## src/rtl/pkt_asm_pkg.sv

```systemverilog
package pkt_asm_pkg;
  localparam int unsigned BYTE_W = 8;
  localparam int unsigned CNT_W  = 8;
  typedef logic [BYTE_W-1:0] byte_t;
  typedef logic [CNT_W-1:0]  cnt_t;
endpackage

```

## src/rtl/byte_hs_rx.sv

```systemverilog
module byte_hs_rx (
  input  logic clk_i,
  input  logic rst_ni,
  input  logic req_i,
  input  logic hold_i,
  output logic ack_o,
  output logic take_o
);
  logic ack_q;

  assign take_o = req_i && !ack_q && !hold_i;
  assign ack_o  = ack_q;

  // ack is a one-cycle answer to each accepted byte
  always_ff @(posedge clk_i or negedge rst_ni) begin
    if (!rst_ni) ack_q <= 1'b0;
    else         ack_q <= take_o;
  end


  ack_pulse_chk: assert property (@(posedge clk_i) disable iff (!rst_ni)
    ack_q |=> !ack_q);


  ack_follows_take_chk: assert property (@(posedge clk_i) disable iff (!rst_ni)
    (req_i && !ack_q && !hold_i) |=> ack_q);
endmodule

```

## src/rtl/byte_counter.sv

```systemverilog
module byte_counter
  import pkt_asm_pkg::*;
#(
  parameter int unsigned BYTES = 8
) (
  input  logic clk_i,
  input  logic rst_ni,
  input  logic take_i,
  input  logic clear_i,
  output logic full_o
);
  localparam cnt_t LAST = cnt_t'(BYTES);

  cnt_t cnt_q;

  assign full_o = (cnt_q == LAST);

  always_ff @(posedge clk_i or negedge rst_ni) begin
    if (!rst_ni)      cnt_q <= '0;
    else if (clear_i) cnt_q <= '0;
    else if (take_i)  cnt_q <= cnt_q + cnt_t'(1);
  end


  cnt_bound_chk: assert property (@(posedge clk_i) disable iff (!rst_ni)
    cnt_q <= LAST);


  no_take_when_clear_chk: assert property (@(posedge clk_i) disable iff (!rst_ni)
    !(take_i && clear_i));
endmodule

```

## src/rtl/pkt_shift_reg.sv

```systemverilog
module pkt_shift_reg
  import pkt_asm_pkg::*;
#(
  parameter int unsigned PKT_W = 64
) (
  input  logic             clk_i,
  input  logic             rst_ni,
  input  logic             take_i,
  input  byte_t            byte_i,
  output logic [PKT_W-1:0] pkt_o
);
  localparam int unsigned LANES = PKT_W / BYTE_W;

  byte_t lane_q [LANES];

  // lane 0 loads the new byte, lane k takes lane k-1; the top lane is dropped
  for (genvar k = 0; k < LANES; k++) begin : g_lane
    always_ff @(posedge clk_i or negedge rst_ni) begin
      if (!rst_ni)     lane_q[k] <= '0;
      else if (take_i) lane_q[k] <= (k == 0) ? byte_i : lane_q[(k == 0) ? 0 : k-1];
    end
    assign pkt_o[k*BYTE_W +: BYTE_W] = lane_q[k];
  end


  hold_chk: assert property (@(posedge clk_i) disable iff (!rst_ni)
    !take_i |=> $stable(pkt_o));
endmodule

```

## src/rtl/pkt_assembler.sv

```systemverilog
module pkt_assembler
  import pkt_asm_pkg::*;
#(
  parameter int unsigned PKT_W = 64
) (
  input  logic             clk_i,
  input  logic             rst_ni,
  input  logic             byte_req_i,
  input  logic [7:0]       byte_data_i,
  output logic             byte_ack_o,
  output logic             pkt_valid_o,
  input  logic             pkt_ready_i,
  output logic [PKT_W-1:0] pkt_data_o
);
  localparam int unsigned BYTES = PKT_W / BYTE_W;

  logic take, full, xfer;

  assign pkt_valid_o = full;
  assign xfer        = full && pkt_ready_i;

  byte_hs_rx u_rx (
    .clk_i  (clk_i),
    .rst_ni (rst_ni),
    .req_i  (byte_req_i),
    .hold_i (full),
    .ack_o  (byte_ack_o),
    .take_o (take)
  );

  byte_counter #(.BYTES(BYTES)) u_cnt (
    .clk_i   (clk_i),
    .rst_ni  (rst_ni),
    .take_i  (take),
    .clear_i (xfer),
    .full_o  (full)
  );

  pkt_shift_reg #(.PKT_W(PKT_W)) u_sreg (
    .clk_i  (clk_i),
    .rst_ni (rst_ni),
    .take_i (take),
    .byte_i (byte_data_i),
    .pkt_o  (pkt_data_o)
  );


  closed_when_full_chk: assert property (@(posedge clk_i) disable iff (!rst_ni)
    pkt_valid_o |=> !byte_ack_o);


  stall_hold_chk: assert property (@(posedge clk_i) disable iff (!rst_ni)
    (pkt_valid_o && !pkt_ready_i) |=> (pkt_valid_o && $stable(pkt_data_o)));


  xfer_drop_chk: assert property (@(posedge clk_i) disable iff (!rst_ni)
    (pkt_valid_o && pkt_ready_i) |=> !pkt_valid_o);
endmodule

```

## config.mk

```make
export PLATFORM = sky130hd
export DESIGN_NAME = pkt_assembler
export DESIGN_NICKNAME = d
export VERILOG_FILES = /design/src/rtl/pkt_asm_pkg.sv /design/src/rtl/byte_hs_rx.sv /design/src/rtl/byte_counter.sv /design/src/rtl/pkt_shift_reg.sv /design/src/rtl/pkt_assembler.sv
export SDC_FILE = /design/constraint.sdc
export NUM_CORES = 1
export LEC_CHECK = 0
export BUFFER_PORTS_ARGS = -buffer_cell sky130_fd_sc_hd__buf_2
export CORE_MARGIN = 2
export CORE_UTILIZATION = 47
export DETAILED_ROUTE_END_ITERATION = 10
export GPL_ROUTABILITY_DRIVEN = 0
export HOLD_SLACK_MARGIN = 0.15
export PLACE_DENSITY = 0.82
export SLEW_MARGIN = 0
export SYNTH_ARGS = -nofsm -noshare
export SYNTH_HDL_FRONTEND = slang
export SYNTH_SLANG_ARGS = --single-unit
export TNS_END_PERCENT = 10
```

## constraint.sdc

```tcl
create_clock -name clk_i -period 1.62 [get_ports clk_i]
set_input_delay 0.324 -clock clk_i [delete_from_list [all_inputs] [get_ports clk_i]]
set_output_delay 0.324 -clock clk_i [all_outputs]
set_load 0.1 [all_outputs]
```

# After elaboration in Yosys (flattened, before gate mapping)
# Cells that the tools add are included.
# W data, S select, Z words.
[totals]
reg_bits = 73
input_bits = 12
out_inout_bits = 66
[op_classes]
addsub = 1
n_eq_ne = 1
n_mux = 2
reduce_logical = 6
[op_table]
columns = ["operator", "count"]
rows = [
  ["$mux W8", 2],
  ["$add A8 B1 Y8 const B", 1],
  ["$eq A8 B4 Y1 const B", 1],
  ["$logic_and A1 B1 Y1", 3],
  ["$logic_not A1 Y1", 2],
  ["$reduce_bool A2 Y1", 1],
]

# Logic depth before layout (Yosys ltp)
[depth]
word_depth = 5
depth_mapped = 7
depth_no_buf = 5

# Hierarchy
# A second synthesis with hierarchy kept.
[hier_totals]
cells_unflattened = 179
area_unflattened_um2 = 3136.8
[modules_own_cells]
columns = ["module", "instances", "cells_each", "area_per_inst_um2"]
rows = [
  ["pkt_shift_reg", 1, 135, 2678.8],
  ["byte_counter", 1, 41, 414.1],
  ["byte_hs_rx", 1, 2, 37.5],
  ["pkt_assembler", 1, 1, 6.3],
]

# Least setup slack after synthesis
# No wires, ideal clock.
[synth_timing]
path_type = "flip-flop to output port"
from = "register u_cnt.cnt_q[0]"
to = "output pkt_valid_o"
arrival_time_ps = 1720
path_slack_ps = -424
path_stages_with_launch = 5
cell_sequence = "dfrtp_1 inv_1 ha_1 nor3b_2 and2_1"
[synth_via]
elab_chain_len = 1
[synth_lines]
columns = ["element", "line", "source"]
rows = [
  ["start, declared", "byte_counter.sv:14", "cnt_t cnt_q;"],
  ["start signal, assigned", "byte_counter.sv:21", "else if (take_i) cnt_q <= cnt_q + cnt_t'(1);"],
  ["$eq A8 B4 Y1", "byte_counter.sv:16", "assign full_o = (cnt_q == LAST);"],
  ["end, declared", "pkt_assembler.sv:11", "output logic pkt_valid_o,"],
]
# No other way between the ends.

# Worst setup path after layout
[layout_timing]
from = "register u_cnt.cnt_q[1]"
to = "register u_sreg.lane_q, in the netlist u_sreg.pkt_o[10]"
[layout_via]
elab_chain_len = 3
[layout_lines]
columns = ["element", "line", "source"]
rows = [
  ["$eq A8 B4 Y1", "byte_counter.sv:16", ""],
  ["$logic_not A1 Y1", "byte_hs_rx.sv:11", "assign take_o = req_i && !ack_q && !hold_i;"],
  ["$logic_and A1 B1 Y1", "byte_hs_rx.sv:11", ""],
  ["end signal, assigned by index", "pkt_shift_reg.sv:20", "else if (take_i) lane_q[k] <= (k == 0) ? byte_i : lane_q[(k == 0) ? 0 : k-1];"],
  ["end, declared", "pkt_shift_reg.sv:14", "byte_t lane_q [LANES];"],
]
# No other way between the ends.
# A chain may end at the register's enable or synchronous reset.

==> metrics <==
CTS buffer count 9; total gr overflow 0; CTS Root Cell clkbuf_8; Distinct cells, synth 29; Final Critical Period 1.89 ns; share of cells above drive strength 1 0.652; Final Hold Fails 0; row count 29; dominant cells by area after synthesis dfrtp_1 61%, mux2_4 15%, mux2_2 13%; final period utilization 1.17; die width 83.8 um; Synth top area share 0.610; first-pass GRT wire length 9.32 mm; yosys warns 0; Peak Freq 528 MHz; number of flops mapped to enable cells by yosys 0; Post-synth top cells 73 x dfrtp_1, 34 x mux2_2, 30 x mux2_4; post-route insts no fill 373; relative slew slack 0.666; violated checks setup timing; Starting Density 0.480; Syn Inst Count 181; final slew viol count 0; max_cap viols 0; Worst EP required 1.84 ns; Max Root-Sink Buffers 2; drt drc 0; class of the worst hold path input port to register; placed cell area 0.00366 mm2; initial antenna violation count 0; Avg Inst Size Synth 16.5 um2; ANT cells 0; Clock transition at path regs 0.08 ns; hold_ws 0.216 ns; Area Growth Syn to Fin 37.1%; Layout Cell Area excl Fill 0.00411 mm2; area of the core 0.00624 mm2; worst skew pair latency 0.34 ns; clk_skew 0.0107 ns; status complete, but fails checks; I/O Pins 78; area leader, netlist dfrtp_1; post-detailed-route wirelength per cell 15.8 um; Least-Margin Pin Slew 0.505 ns; die area 0.00703 mm2; vias in the first global route 1832; drt via density 4.97; critical path arrival 2.11 ns; Startpoint Class register; pin count of the biggest net entering global routing 35; via count 1853; setup ws final -0.273 ns; top_reg_cell synth dfrtp_1; H-tree depth 3; type of the worst setup path register to register; fin nets 305; drt total wl 5.89 mm; clock net sink count 73; Mapped Area 0.00300 mm2; port bufs 77; worst-path fanout max 12; Critical Path Sink Type register; post-route antenna net violation count 0; Cells after DPL 344; detailed placement HPWL 3.82 mm; #FFs+latches synth 73; Setup violations, final 66; Synth Net Count 195; asr flop ratio synth 1.00; dpl ws -0.0858 ns; unrepaired setup endpoints after global routing true; most frequent cell after synthesis dfrtp_1; sequential cell area fraction in the yosys report 0.610; DRT Pass-1 Iters 4; DR iter-0 viols 79; gr usage total 0.171; die height 83.8 um; CTS tree built
## kinds of logic (layout without fill, tap and decap cells)
logic type / count (synthesis) / in the layout / synth area share
XOR/XNOR: 5 / 5 / 0.0146
flip-flops: 73 / 73 / 0.610
AND/OR/NAND/NOR: 19 / 19 / 0.0439
adder cells (fa/ha/maj): 2 / 2 / 0.00835
multiplexers: 64 / 64 / 0.278
buffers and inverters: 11 / 126 / 0.0251
AO/OA/AOI/OAI: 7 / 7 / 0.0201
## through the flow
step,utilization,TNS (ns)
global route,0.658,-17.92
floorplan,-,-2.74
detailed placement,0.586,-2.71
CTS,0.642,-10.99
global placement,0.586,-1.04
finish,0.658,-13.86
## worst paths after layout
path	start	end	slack, ns	depth (start not counted)
max	u_cnt.cnt_q[1]	u_sreg.pkt_o[10]	-0.27	8
min	byte_data_i[6]	u_sreg.pkt_o[6]	0.22	2
max reg2reg	u_cnt.cnt_q[1]	u_sreg.pkt_o[10]	-0.27	8
min reg2reg	u_sreg.pkt_o[56]	u_sreg.pkt_o[56]	0.51	1
max in group asynchronous	rst_ni	u_cnt.cnt_q[6]	0.65	3
min in group asynchronous	rst_ni	u_sreg.pkt_o[31]	0.48	2
## cells in the final DEF, fill, tap and decap left out, drive strengths merged, types with 2 or more instances in the layout
cell type and count:
inv 4, clkinv 2, nor2 3, clkbuf 14, xor2 3, ha 2
dfrtp 73, nor3 2, mux2 64, buf 103, nand2 2, xnor2 2
nand3 3
## registers in the layout, summed over array words and instances (netlist names)
name,flops
u_cnt.cnt_q,8
u_sreg.pkt_o,64
u_rx.ack_o,1
## critical path: stages, from the launching register on
cell     delay, ns
dfrtp_1       0.38
inv_2         0.06
ha_4          0.15
nor3b_4       0.14
buf_4         0.14
a21oi_4       0.26
buf_4         0.18
buf_12        0.15
mux2_4        0.31
## routing by layer
layer | track usage | up-vias | wire [um]
li1 | - | 857 | -
met1 | 0.236 | 930 | 2740
met2 | 0.251 | 60 | 2710
met3 | 0.0485 | 6 | 366
met4 | 0.0792 | 0 | 65
met5 | 0 | - | 0
## final cells by class
| cell class | instances | area (um2) |
|---|---|---|
| clock inverter | 4 | 51.3 |
| clock buffer | 12 | 155 |
| sequential | 73 | 1830 |
| tap | 77 | 96.3 |
| fill | 455 | 2140 |
| timing repair buffer | 106 | 752 |
| multi-input combinational | 97 | 1200 |
| inverter | 4 | 15.0 |
## what timing repair did
action	in CTS	in global routing
pin swaps	4	2
setup endpoints to repair	61	67
buffers inserted	6	4
cloned	1	2
gates resized for setup	14	13
hold endpoints to repair	31	0
hold buffers	1	0
Power is not shown: default switching activity piles up to over one toggle a cycle in this logic, so the estimate is an artifact.
